==> src/rtl/blc_pkg.sv <==
package blc_pkg;

   // control register layout, bit 0 is the automatic enable
   typedef struct packed {
      logic       route;
      logic [1:0] scale;
      logic       auto_en;
   } blc_ctrl_t;

   localparam int CTRL_BITS = 4;

   function automatic int unsigned scale_shift(input logic [1:0] code);
      case (code)
         2'd0:    return 0;
         2'd1:    return 1;
         2'd2:    return 2;
         default: return 4;
      endcase
   endfunction

endpackage

==> src/rtl/blc_regs.sv <==
module blc_regs
   import blc_pkg::*;
#(
   parameter int SAMPLE_W   = 10,
   parameter int OFS_W      = 8,
   parameter int NUM_PRESET = 4,
   parameter int ADDR_W     = 3
) (
   input  logic                    clk,
   input  logic                    rst,
   input  logic                    wr_en,
   input  logic [ADDR_W-1:0]       wr_addr,
   input  logic [SAMPLE_W-1:0]     wr_data,
   output blc_ctrl_t               ctrl,
   output logic [SAMPLE_W-1:0]     target,
   output logic signed [OFS_W-1:0] preset [NUM_PRESET]
);

   localparam logic [ADDR_W-1:0] A_CTRL = ADDR_W'(0);
   localparam logic [ADDR_W-1:0] A_TGT  = ADDR_W'(1);
   localparam int                A_PRE0 = 2;

   always_ff @(posedge clk) begin
      if (rst) begin
         ctrl   <= '0;
         target <= '0;
      end else if (wr_en) begin
         if (wr_addr == A_CTRL) ctrl   <= blc_ctrl_t'(wr_data[CTRL_BITS-1:0]);
         if (wr_addr == A_TGT)  target <= wr_data;
      end
   end

   for (genvar k = 0; k < NUM_PRESET; k++) begin : g_preset
      always_ff @(posedge clk) begin
         if (rst)
            preset[k] <= '0;
         else if (wr_en && wr_addr == ADDR_W'(A_PRE0 + k))
            preset[k] <= wr_data[OFS_W-1:0];
      end
   end

endmodule

==> src/rtl/blc_avg.sv <==
module blc_avg #(
   parameter int SAMPLE_W = 10,
   parameter int AVG_LOG2 = 3
) (
   input  logic                clk,
   input  logic                rst,
   input  logic                enable,
   input  logic                pix_en,
   input  logic                clamp,
   input  logic [SAMPLE_W-1:0] sample,
   output logic                avg_vld,
   output logic [SAMPLE_W-1:0] avg
);

   localparam int ACC_W = SAMPLE_W + AVG_LOG2;
   localparam int CNT_W = AVG_LOG2 + 1;
   localparam logic [CNT_W-1:0] FULL = CNT_W'(1 << AVG_LOG2);

   logic [ACC_W-1:0] acc;
   logic [CNT_W-1:0] cnt;
   logic             take;

   assign take    = enable && clamp && pix_en;
   assign avg_vld = (cnt == FULL);
   assign avg     = acc[ACC_W-1:AVG_LOG2];

   always_ff @(posedge clk) begin
      if (rst || !enable || !clamp) begin
         cnt <= '0;
         acc <= '0;
      end else if (take) begin
         if (cnt == FULL) begin
            cnt <= CNT_W'(1);
            acc <= ACC_W'(sample);
         end else begin
            cnt <= cnt + 1'b1;
            acc <= acc + ACC_W'(sample);
         end
      end else if (cnt == FULL) begin
         cnt <= '0;
         acc <= '0;
      end
   end

   // strobe low throws away any partial group
   assert_discard_R7: assert property (@(posedge clk) disable iff (rst)
      !clamp |=> (cnt == '0));

   // no qualified sample, no progress within a group
   assert_gate_R3: assert property (@(posedge clk) disable iff (rst)
      (enable && clamp && !pix_en && cnt != FULL) |=> $stable(cnt));

endmodule

==> src/rtl/blc_integ.sv <==
module blc_integ
   import blc_pkg::*;
#(
   parameter int SAMPLE_W = 10,
   parameter int OFS_W    = 8
) (
   input  logic                    clk,
   input  logic                    rst,
   input  logic                    upd,
   input  logic [SAMPLE_W-1:0]     avg,
   input  logic [SAMPLE_W-1:0]     target,
   input  logic [1:0]              scale,
   output logic signed [OFS_W-1:0] integ
);

   localparam int ERR_W = SAMPLE_W + 1;
   localparam int SUM_W = ERR_W + 1;
   localparam logic signed [SUM_W-1:0] HI = SUM_W'((1 << (OFS_W - 1)) - 1);
   localparam logic signed [SUM_W-1:0] LO = -HI - SUM_W'(1);

   logic signed [ERR_W-1:0] err, scaled;
   logic signed [SUM_W-1:0] sum;
   logic signed [OFS_W-1:0] nxt;

   always_comb begin
      err    = $signed({1'b0, target}) - $signed({1'b0, avg});
      scaled = err >>> scale_shift(scale);
      sum    = SUM_W'(integ) + SUM_W'(scaled);
      if (sum > HI)      nxt = HI[OFS_W-1:0];
      else if (sum < LO) nxt = LO[OFS_W-1:0];
      else               nxt = sum[OFS_W-1:0];
   end

   always_ff @(posedge clk) begin
      if (rst)      integ <= '0;
      else if (upd) integ <= nxt;
   end

   assert_hold_R6: assert property (@(posedge clk) disable iff (rst)
      !upd |=> $stable(integ));

   assert_up_R5: assert property (@(posedge clk) disable iff (rst)
      (upd && err > 0) |=> (integ >= $past(integ)));

   assert_down_R5: assert property (@(posedge clk) disable iff (rst)
      (upd && err < 0) |=> (integ <= $past(integ)));

endmodule

==> src/rtl/blc_loop.sv <==
module blc_loop
   import blc_pkg::*;
#(
   parameter int SAMPLE_W   = 10,
   parameter int OFS_W      = 8,
   parameter int AVG_LOG2   = 3,
   parameter int NUM_PRESET = 4,
   parameter int ADDR_W     = 3,
   parameter int SEL_W      = $clog2(NUM_PRESET)
) (
   input  logic                clk,
   input  logic                rst,
   input  logic                pix_en,
   input  logic                clamp,
   input  logic                aux_sel,
   input  logic [SAMPLE_W-1:0] sample,
   input  logic [SEL_W-1:0]    line_sel,
   input  logic                wr_en,
   input  logic [ADDR_W-1:0]   wr_addr,
   input  logic [SAMPLE_W-1:0] wr_data,
   output logic [OFS_W-1:0]    dac_ofs,
   output logic [SAMPLE_W-1:0] dout
);

   localparam int EXT_W = SAMPLE_W - OFS_W;

   if (OFS_W > SAMPLE_W || OFS_W < 2)
      $error("blc_loop: OFS_W must lie in 2..SAMPLE_W");
   if (SAMPLE_W < CTRL_BITS)
      $error("blc_loop: SAMPLE_W too narrow for control word");
   if (NUM_PRESET < 2 || NUM_PRESET + 2 > (1 << ADDR_W))
      $error("blc_loop: presets do not fit the address space");
   if (AVG_LOG2 < 1)
      $error("blc_loop: AVG_LOG2 must be at least 1");

   blc_ctrl_t               ctrl;
   logic [SAMPLE_W-1:0]     target, avg;
   logic signed [OFS_W-1:0] preset [NUM_PRESET];
   logic signed [OFS_W-1:0] integ, sel;
   logic                    avg_vld;

   blc_regs #(.SAMPLE_W(SAMPLE_W), .OFS_W(OFS_W), .NUM_PRESET(NUM_PRESET),
              .ADDR_W(ADDR_W)) i_regs (
      .clk, .rst, .wr_en, .wr_addr, .wr_data,
      .ctrl, .target, .preset
   );

   blc_avg #(.SAMPLE_W(SAMPLE_W), .AVG_LOG2(AVG_LOG2)) i_avg (
      .clk, .rst, .enable(ctrl.auto_en), .pix_en, .clamp, .sample,
      .avg_vld, .avg
   );

   blc_integ #(.SAMPLE_W(SAMPLE_W), .OFS_W(OFS_W)) i_integ (
      .clk, .rst, .upd(avg_vld), .avg, .target, .scale(ctrl.scale),
      .integ
   );

   always_comb begin
      if (aux_sel)
         sel = preset[0];
      else if (ctrl.auto_en)
         sel = integ;
      else if (32'(line_sel) < NUM_PRESET)
         sel = preset[line_sel];
      else
         sel = preset[0];
   end

   always_ff @(posedge clk) begin
      if (rst) begin
         dac_ofs <= '0;
         dout    <= '0;
      end else begin
         dac_ofs <= ctrl.route ? '0 : sel;
         dout    <= ctrl.route ? {{EXT_W{sel[OFS_W-1]}}, sel} : sample;
      end
   end

   assert_route_R10: assert property (@(posedge clk) disable iff (rst)
      ctrl.route |=> (dac_ofs == '0));

   assert_aux_R9: assert property (@(posedge clk) disable iff (rst)
      (aux_sel && !ctrl.route) |=> (dac_ofs == $past(preset[0])));

   assert_pass_R10: assert property (@(posedge clk) disable iff (rst)
      !ctrl.route |=> (dout == $past(sample)));

endmodule

==> config.mk <==
export PLATFORM = sky130hd
export DESIGN_NAME = blc_loop
export DESIGN_NICKNAME = d
export VERILOG_FILES = /design/src/rtl/blc_pkg.sv /design/src/rtl/blc_regs.sv /design/src/rtl/blc_avg.sv /design/src/rtl/blc_integ.sv /design/src/rtl/blc_loop.sv
export SDC_FILE = /design/constraint.sdc
export NUM_CORES = 1
export LEC_CHECK = 0
export BUFFER_PORTS_ARGS = -buffer_cell sky130_fd_sc_hd__buf_2
export CORE_UTILIZATION = 50
export DETAILED_ROUTE_END_ITERATION = 8
export HOLD_SLACK_MARGIN = 0.1
export PLACE_DENSITY = 0.66
export REMOVE_ABC_BUFFERS = 1
export SYNTH_ARGS = -nofsm -noshare
export SYNTH_HDL_FRONTEND = slang
export SYNTH_SLANG_ARGS = --single-unit
==> constraint.sdc <==
create_clock -name clk -period 5 [get_ports clk]
set_input_delay 0 -clock clk [delete_from_list [all_inputs] [get_ports clk]]
set_output_delay 0 -clock clk [all_outputs]
set_load 0.01 [all_outputs]
==> flow_summary.ini, run 1 <==
[place]
place.gp.congestion = 0.883
hpwlAfterDp_um = 9680
dp_slack_ns = 0.367
port_buffers = 48

[floorplanning]
die-area_um2 = 10700
row_count = 36
fp.dieW_um = 103
die_height_um = 103
core-area_um2 = 9860
ioPinCount = 49
initial_core_util_pct = 52.1

[synth]
yosysTopAreaCellShare_pct = 34.7
seq_area_frac_synth_pct = 34.7
ys_top_cells_by_area = dfxtp_1, nand2_1, ha_1, a21oi_1, nor2_1
synth_most_common_cell = nand2_1
syn_area_per_cell_um2 = 7.97
ys.flop_type = dfxtp_1
syn_inst = 645
synth-edff-count = 0
synth_common_cells = nand2_1, dfxtp_1, a21oi_1
synth_async_sr_flop_share_pct = 0
yosys.area.top_type = dfxtp_1
ys_warn_count = 0
syn_area_um2 = 5140
netlist-cell-type-count = 56
synth-seq-cells = 89

[critical_path]
worst_ep_required_time_ns = 5.23
cp-end-kind = flop
crit_buf_inv = 1
r2r_end = i_integ.integ[1]$_SDFFE_PP0P_
critPathMaxFanout = 7
critPathLaunchType = flop
reg2regPathDepth = 18
critPathSlowestCell = or4_4
reg2reg_slack_ns = 0.41
rr_startpoint = i_avg.acc[3]$_SDFFE_PP0P_
worstPathArrival_ns = 4.81
cpPeakStageDelay_ns = 0.56
critPathTopFamily = compound AO/OA/AOI/OAI gates
critPathKind = reg -> reg
path_cells = ha_1 > inv_1 > fa_1 > a21o_1 > a21oi_2 > xnor2_1 > o211ai_1 > a21boi_0 > ha_1 > fa_1 > a21oi_2 > o2111ai_1 > a31o_1 > a21oi_1 > xnor2_1 > or4_4 > a21oi_4 > a211oi_1

[timing]
finalCritPeriodShare_pct = 91.7
setup_slack_ns = 0.413
finalSetupViolCount = 0
max_freq_mhz = 218
fin_crit_ns = 4.59
finalSetupTns_ns = 0
rsz0062_at_grt = no
relSlewSlack_pct = 40.5
skew_ns = 0.00828
tightest_slew_ns = 0.886
hold_violations = 0
slew_viol_final = 0

[detailed_routing]
wl_per_cell_um = 15.2
via_count = 4641
wl_um = 12700
first_pass_iters = 5
ant_nets = 0
remaining_drc_errors = 0
drt_iter0_markers = 173
viasPerCell = 5.53

[final_layout]
drive_above_1_share_pct = 13.0
area_growth_pct = 14.4
diodes = 0
fin_nets = 769

[grt]
grt_pass1_wl_um = 20700
grtUsageMet3_pct = 4.70
grtUsageMet2_pct = 44.0
use_met1_pct = 31.8
grt-ovfl-total = 0
grt-busiest-layer = met2
grt_max_degree = 66
grt_pass1_vias = 4376
antenna_found_initial = 0
grt_use_total_pct = 25.3

[min_path]
hold-path-endpoint = dac_ofs[0]$_SDFF_PP0_
hp-start = aux_sel
hold_class = in -> reg
whs_path_depth = 4

[clock_network]
clock_latency_ns = 0.37
cts_buffers = 9
cts_max_level = 3
root_buffer = clkbuf_8
cts_tree = yes
clock-sinks = 89
clk_pin_slew_worst_paths_ns = 0.11
cts.path.max_buffers = 2

[run_status]
status = completed

[flow_run]
cap_violations = 0

[pwr]
ir_worst_vdd_uv = 167
cellPowerDensity_nw_per_um2 = 243
p_leak_nw = 2.27
==> per-stage QoR <==
step	power [mW]	hold WS, ns	instance area (um2)	utilization, %	std cells
floorplan	0.854	0.0691	5040	-	619
global placement	0.916	0.222	5460	55.4	802
detailed placement	0.919	0.241	5460	55.4	802
CTS	1.44	0.103	5880	59.6	839
global route	1.49	0.135	5880	59.6	839
finish	1.43	0.118	5880	59.6	839
==> worst register-to-register path: stages (launching register included) <==
cell	delay, ns
dfxtp_1	0.37
ha_1	0.18
inv_1	0.05
fa_1	0.40
a21o_1	0.19
a21oi_2	0.19
xnor2_1	0.20
o211ai_1	0.12
a21boi_0	0.16
ha_1	0.25
fa_1	0.44
a21oi_2	0.23
o2111ai_1	0.19
a31o_1	0.25
a21oi_1	0.20
xnor2_1	0.13
or4_4	0.56
a21oi_4	0.22
a211oi_1	0.11
==> how the worst max path moves through the flow <==
stage / start / to / depth (start not counted)
after floorplan: i_avg.acc[3]$_SDFFE_PP0P_ / i_integ.integ[0]$_SDFFE_PP0P_ / 20
after global placement: i_avg.acc[3]$_SDFFE_PP0P_ / i_integ.integ[1]$_SDFFE_PP0P_ / 20
after detailed placement: i_avg.acc[3]$_SDFFE_PP0P_ / i_integ.integ[1]$_SDFFE_PP0P_ / 20
after CTS: i_avg.acc[3]$_SDFFE_PP0P_ / i_integ.integ[4]$_SDFFE_PP0P_ / 20
after global routing: i_avg.acc[3]$_SDFFE_PP0P_ / i_integ.integ[3]$_SDFFE_PP0P_ / 20
final: i_avg.acc[3]$_SDFFE_PP0P_ / i_integ.integ[1]$_SDFFE_PP0P_ / 18
==> cells by family (layout without fill, tap and decap cells) <==
family / after synthesis / in the layout / synth area share, %
XOR/XNOR: 24 / 24 / 4.09
multiplexers: 28 / 28 / 7.60
adder cells (fa/ha/maj): 37 / 37 / 9.45
buffers and inverters: 59 / 120 / 4.33
flip-flops: 89 / 89 / 34.7
AND/OR/NAND/NOR: 247 / 247 / 20.5
AO/OA/AOI/OAI: 161 / 161 / 19.4
==> sequential cells by signal (all words and copies together), names as in the netlist <==
register,flops
i_avg.acc,13
i_regs.target,10
i_regs.preset,32
i_avg.cnt,4
dout,10
i_regs.ctrl,4
dac_ofs,8
i_integ.integ,8
==> timing repair <==
action / in CTS / in global routing
setup buffers: 0 / 0
endpoints found under the hold margin: 67 / 0
gates resized for setup: 0 / 2
hold buffers: 21 / 0
setup endpoints to repair: 0 / 7
==> cell usage in the layout, fill, tap and decap left out, drive strengths merged, types with 8 or more instances in the layout <==
| cell type | instances |
|---|---|
| nand3 | 9 |
| xnor2 | 16 |
| nor2 | 70 |
| ha | 34 |
| a211oi | 9 |
| o21ai | 23 |
| mux2i | 12 |
| mux4 | 8 |
| mux2 | 8 |
| o211ai | 8 |
| dlygate4sd3 | 21 |
| inv | 37 |
| a22oi | 10 |
| dfxtp | 89 |
| nand2 | 126 |
| buf | 50 |
| a21oi | 79 |
| xor2 | 8 |
| clkbuf | 9 |
==> per-layer routing <==
metal	share of wire (%)	wire length, um
met1	45	5760
met2	49	6200
met3	4.1	519
met4	1.9	247
met5	0	0
==> cell type report <==
type	count	area [um2]
clock buffer	9	124
timing repair buffer	71	465
sequential	89	1780
inverter	33	124
multi-input combinational	497	3140
tap	133	166
fill	897	3980
clock inverter	7	81.3
==> power breakdown <==
group          switching, mW  leakage [nW]  total [mW]  internal (mW)
registers            0.00829         0.721       0.730          0.722
logic                  0.104          1.45       0.188         0.0836
clock network          0.310         0.104       0.511          0.201
No activity file was read; power rests on OpenSTA's default activity.
==> inputs of run 2 (changes only) <==
Settings changed: PLACE_DENSITY 0.66 to 0.69.
Clock period 5 ns to 4 ns, I/O delays scaled along.
==> run 2 against run 1 <==
Net effect: the run now ends with negative setup slack left; clock-buffer cell count unchanged; global-route usage up 2.6 points; sequential power up 25%; setup slack worse by 0.79 ns; non-clock buffer count up 75; core utilization up 9.3 points; combinational power up 74%; via count up 11%; critical endpoint is now i_integ.integ[2]$_SDFFE_PP0P_.
==> flow_summary.ini, run 2 (synthesis gave the netlist of run 1 again) <==
[run_status]
status = finished with violations
violations = negative setup slack

[detailed_routing]
remaining_drc_errors = 0
wl_um = 15000
first_pass_iters = 5
via_count = 5155
ant_nets = 0
drt_iter0_markers = 280
viasPerCell = 5.64
wl_per_cell_um = 16.4

[pwr]
p_seq_share_pct = 48.5
p_comb_share_pct = 17.4
pwr-share-clk_pct = 34.0
p_sw_uw = 567
report.power.total_mw = 1.88
swShare_pct = 30.2
cellPowerDensity_nw_per_um2 = 276
p_int_mw = 1.31
ir_worst_vdd_uv = 252
p_leak_nw = 2.71

[final_layout]
final_cell_mix = nand2_1, dfxtp_1, a21oi_1
utilization_pct = 68.9
finalNonFillerCells = 914
drive_above_1_share_pct = 27.7
area_growth_pct = 32.3
diodes = 0
fin_nets = 844
largest_register_ffs = 32
regMostFlops = i_regs.preset
layout_commonest_cell = nand2_1
top_regs = i_regs.preset (32), i_avg.acc (13)

[floorplanning]
initial_core_util_pct = 52.1
core-area_um2 = 9860
die-area_um2 = 10700
die_height_um = 103
row_count = 36
ioPinCount = 49
fp.dieW_um = 103

[grt]
grt_pass1_vias = 4874
grt-ovfl-total = 0
antenna_found_initial = 0
grt_max_degree = 48
grt_use_total_pct = 27.9
grt_pass1_wl_um = 22800

[place]
post-place-cells = 848
port_buffers = 48
place.gp.congestion = 0.864
dp_slack_ns = -0.508
hpwlAfterDp_um = 10200

[critical_path]
critPathKind = reg -> reg
reg2reg_slack_ns = -0.38
critPathTopFamily = compound AO/OA/AOI/OAI gates
critPathLaunchType = flop
critPathSlowestCell = or4_4
cp-end-kind = flop
worst_ep_required_time_ns = 4.24
crit_buf_inv = 3
cpPeakStageDelay_ns = 0.51
worstPathArrival_ns = 4.63
path_cells = inv_1 > ha_1 > o21ai_1 > a21boi_1 > o21a_1 > nor2_1 > xnor2_1 > nand2_1 > buf_4 > a22oi_1 > ha_1 > o21ai_2 > o211ai_1 > a31o_1 > a21oi_2 > xnor2_1 > or4_4 > a21oi_4 > buf_12 > a211oi_2
critPathMaxFanout = 7

[clock_network]
root_buffer = clkbuf_8
cts_tree = yes
cts.path.max_buffers = 2
cts_buffers = 9
cts_max_level = 3
clock-sinks = 89
clk_pin_slew_worst_paths_ns = 0.11
clock_latency_ns = 0.38

[flow_run]
cap_violations = 0

[timing]
tightest_slew_ns = 0.903
setup_slack_ns = -0.381
max_freq_mhz = 228
fin_crit_ns = 4.38
slew_viol_final = 0
rsz0062_at_grt = yes
finalSetupViolCount = 7
relSlewSlack_pct = 39.4
skew_ns = 0.0149
finalCritPeriodShare_pct = 110
hold_violations = 0

[min_path]
hold_class = in -> reg
## run 2: cell count changes in the layout (fill, tap and decap cells not counted), sizes merged
cell         delta
dlygate4sd3     +4
clkinv          +1
inv             -1
buf            +71
## run 2: cell type report
cell class,instances,area [um2]
multi-input cells,497,3450
fillers,758,3070
flip-flops and latches,89,1790
repair buffers,146,1070
well taps,133,166
clock buffers,9,124
inverters,33,124
clock inverters,7,81.3
## run 2: final timing paths
path,endpoint,from,cells past startpoint
setup / recovery,i_integ.integ[2]$_SDFFE_PP0P_,i_avg.acc[5]$_SDFFE_PP0P_,20
hold / removal,i_regs.preset[11]$_SDFFE_PP0P_,wr_addr[1],4
setup reg to reg,i_integ.integ[2]$_SDFFE_PP0P_,i_avg.acc[5]$_SDFFE_PP0P_,20
hold reg to reg,i_regs.preset[1]$_SDFFE_PP0P_,i_regs.preset[1]$_SDFFE_PP0P_,2
## run 2: per-stage QoR
stage	TNS [ns]	instance area [um2]	hold WS, ns
finish	-2.62	6800	0.123
global placement	-2.29	5810	0.226
detailed placement	-3.51	5810	0.243
global route	-3.67	6800	0.153
CTS	-0.909	6580	0.106
floorplan	-1.05	5040	0.0691
## run 2: what timing repair did
action                     CTS  global route
hold endpoints to repair    70             0
pin swaps                   42            43
buffers inserted            21             5
hold buffers                25             0
setup endpoints to repair    7             8
resized for setup           49            33
## run 2: power groups by stage
stage	Clock [mW]	Sequential, mW	Combinational [mW]
after floorplan	0	0.934	0.133
after global placement	0	0.931	0.242
after detailed placement	0	0.932	0.247
after CTS	0.644	0.911	0.294
after global routing	0.682	0.913	0.354
final	0.639	0.912	0.327
## run 2: metal layers
metal	global-route usage [%]	vias to the layer above	share of wire [%]
li1	-	2498	-
met1	34.2	2426	42
met2	48.9	182	49
met3	4.57	49	4.9
met4	11.1	0	3.5
met5	0	-	0
## run 2: worst reg2reg max path: cells and delay by family (launching register included)
kind | cells | cell delay (ns)
compound gates | 10 | 1.66
xor+xnor | 2 | 0.48
fa+ha+maj | 2 | 0.62
buf+inv | 3 | 0.38
simple gates | 3 | 0.75
flops | 1 | 0.37
==> inputs of run 3 (changes only) <==
Settings changed: ABC_AREA set to 1, GPL_TIMING_DRIVEN set to 1, SKIP_CTS_REPAIR_TIMING set to 1.
==> run 3 against run 2 <==
Net effect: the flow now finishes without violations; largest power group unchanged; synthesized cell count is 24% higher; wire length is 2.6% lower; non-clock buffer count is 72 lower; critical path depth stayed put; largest cell class unchanged.
==> flow_summary.ini, run 3 <==
[timing]
hold_violations = 0
finalCritPeriodShare_pct = 90.5
skew_ns = 0.0114
fin_hold_ws_ns = 0.122
relSlewSlack_pct = 41.6
slew_viol_final = 0
rsz0062_at_grt = no
finalSetupViolCount = 0
fin_crit_ns = 3.62
max_freq_mhz = 276
tightest_slew_ns = 0.873
finalSetupTns_ns = 0

[final_layout]
final_cell_mix = nand2_1, nor2_1, o21ai_0
regMostFlops = i_regs.preset
multi_input_area_um2 = 3160
area_growth_pct = 13.8
seqCellArea_um2 = 1780
largest_register_ffs = 32
layout_commonest_cell = nand2_1
fin_nets = 936
nFillCells = 983
drive_above_1_share_pct = 11.7
top_regs = i_regs.preset (32), i_avg.acc (13)
diodes = 0

[clock_network]
cts_tree = yes
cts.path.max_buffers = 2
clock-sinks = 89
cts_max_level = 3
clk_pin_slew_worst_paths_ns = 0.09
clock_latency_ns = 0.36
cts_buffers = 9
root_buffer = clkbuf_8

[floorplanning]
initial_core_util_pct = 52.1
ioPinCount = 49
core-area_um2 = 10400
die-area_um2 = 11300
row_count = 37
fp.dieW_um = 106
die_height_um = 106

[pwr]
p_leak_nw = 2.87
cellPowerDensity_nw_per_um2 = 302
ir_worst_vdd_uv = 203
report.power.total_mw = 1.86

[synth]
ys_top_cells_by_area = dfxtp_1, o21ai_0, nand2_1, nor2_1, ha_1
yosysTopAreaCellShare_pct = 32.8
synth_most_common_cell = nand2_1
ys.flop_type = dfxtp_1
synth-seq-cells = 89
seq_area_frac_synth_pct = 32.8
ys_warn_count = 0
netlist-cell-type-count = 37
yosys.area.top_type = dfxtp_1
syn_area_um2 = 5430
syn_area_per_cell_um2 = 6.76
syn_inst = 803
synth_async_sr_flop_share_pct = 0
synth_common_cells = nand2_1, nor2_1, o21ai_0
synth-edff-count = 0

[critical_path]
worst_ep_required_time_ns = 4.30
rr_startpoint = i_avg.acc[3]$_SDFFE_PP0P_
worstPathArrival_ns = 3.92
reg2regPathDepth = 20
critPathKind = reg -> reg
critPathMaxFanout = 7
reg2reg_slack_ns = 0.38
cp-end-kind = flop
r2r_end = i_integ.integ[1]$_SDFFE_PP0P_
critPathLaunchType = flop

[place]
port_buffers = 48
hpwlAfterDp_um = 11100
place.gp.congestion = 0.858

[detailed_routing]
drt_iter0_markers = 376
wl_um = 14600
remaining_drc_errors = 0
wl_per_cell_um = 14.5
via_count = 5435
first_pass_iters = 5
viasPerCell = 5.39
ant_nets = 0

[min_path]
hold_class = in -> reg
hold-path-endpoint = i_regs.ctrl[3]$_SDFFE_PP0P_
hp-start = wr_addr[0]
whs_path_depth = 6

[grt]
grt_pass1_vias = 5013
grt_max_degree = 49
antenna_found_initial = 0
grt-ovfl-total = 0
grt_use_total_pct = 26.5
grt_pass1_wl_um = 23800

[flow_run]
cap_violations = 0

[run_status]
status = completed
## run 3: routing by layer
metal	up-vias	global-route usage [%]	routed length (um)
met5	-	0	0
met4	0	11.7	397
met3	29	3.37	775
met2	170	44.3	6870
met1	2470	34.1	6590
li1	2766	-	-
## run 3: worst max-delay path: stages (launching register included)
cell and delay (ns):
dfxtp_1 0.37, ha_1 0.21, inv_1 0.09, fa_1 0.40, nand3_1 0.08, nand2_1 0.11, xnor2_1 0.32, o221ai_1 0.18
ha_1 0.28, fa_1 0.46, nand3_1 0.12, nand3_1 0.10, nand2_1 0.12, nand2_1 0.07, nand2_1 0.06, nand2_1 0.05
nor2_1 0.12, nand3_2 0.10, nand2_4 0.10, nand2_1 0.07, a21oi_2 0.12
## run 3: cell type report
| class | count | area share (%) |
|---|---|---|
| inverters | 107 | 6.50 |
| multi-input cells | 587 | 51.1 |
| clock buffers | 11 | 2.13 |
| well taps | 136 | 2.75 |
| repair buffers | 74 | 8.02 |
| clock inverters | 5 | 0.628 |
| flip-flops and latches | 89 | 28.8 |
## run 3: stage by stage
stage	instances	setup slack, ns	util (%)	area [um2]
after floorplan	783	0.862	-	5340
after global placement	969	0.622	55.4	5770
after detailed placement	969	0.401	55.4	5770
after CTS	985	0.377	57.0	5940
after global routing	1009	0.00811	59.3	6180
final	1009	0.380	59.3	6180
## run 3: worst max path at each step
stage                                    startpoint                       endpoint  slack [ns]  cells after the start
after floorplan           i_avg.acc[3]$_SDFFE_PP0P_  i_integ.integ[0]$_SDFFE_PP0P_        0.86                     19
after global placement    i_avg.acc[3]$_SDFFE_PP0P_  i_integ.integ[2]$_SDFFE_PP0P_        0.62                     19
after detailed placement  i_avg.acc[3]$_SDFFE_PP0P_  i_integ.integ[1]$_SDFFE_PP0P_        0.40                     20
after CTS                 i_avg.acc[3]$_SDFFE_PP0P_  i_integ.integ[1]$_SDFFE_PP0P_        0.38                     20
after global routing      i_avg.acc[3]$_SDFFE_PP0P_  i_integ.integ[1]$_SDFFE_PP0P_       0.008                     20
final                     i_avg.acc[3]$_SDFFE_PP0P_  i_integ.integ[1]$_SDFFE_PP0P_        0.38                     20
## run 3: logic make-up after synthesis
| family | count (synthesis) | share of synthesized area [%] |
|---|---|---|
| buffers and inverters | 127 | 8.97 |
| flip-flops | 89 | 32.8 |
| AO/OA/AOI/OAI | 211 | 21.4 |
| XOR/XNOR | 15 | 2.42 |
| AND/OR/NAND/NOR | 324 | 25.4 |
| adder cells (fa/ha/maj) | 37 | 8.94 |
## run 3: where the power goes
group          total, mW  leakage, nW  internal [mW]  switching, mW
clock network      0.568       0.0843          0.231          0.337
logic              0.372         2.06          0.140          0.232
registers          0.925        0.724          0.912         0.0127
total               1.86         2.87           1.28          0.582
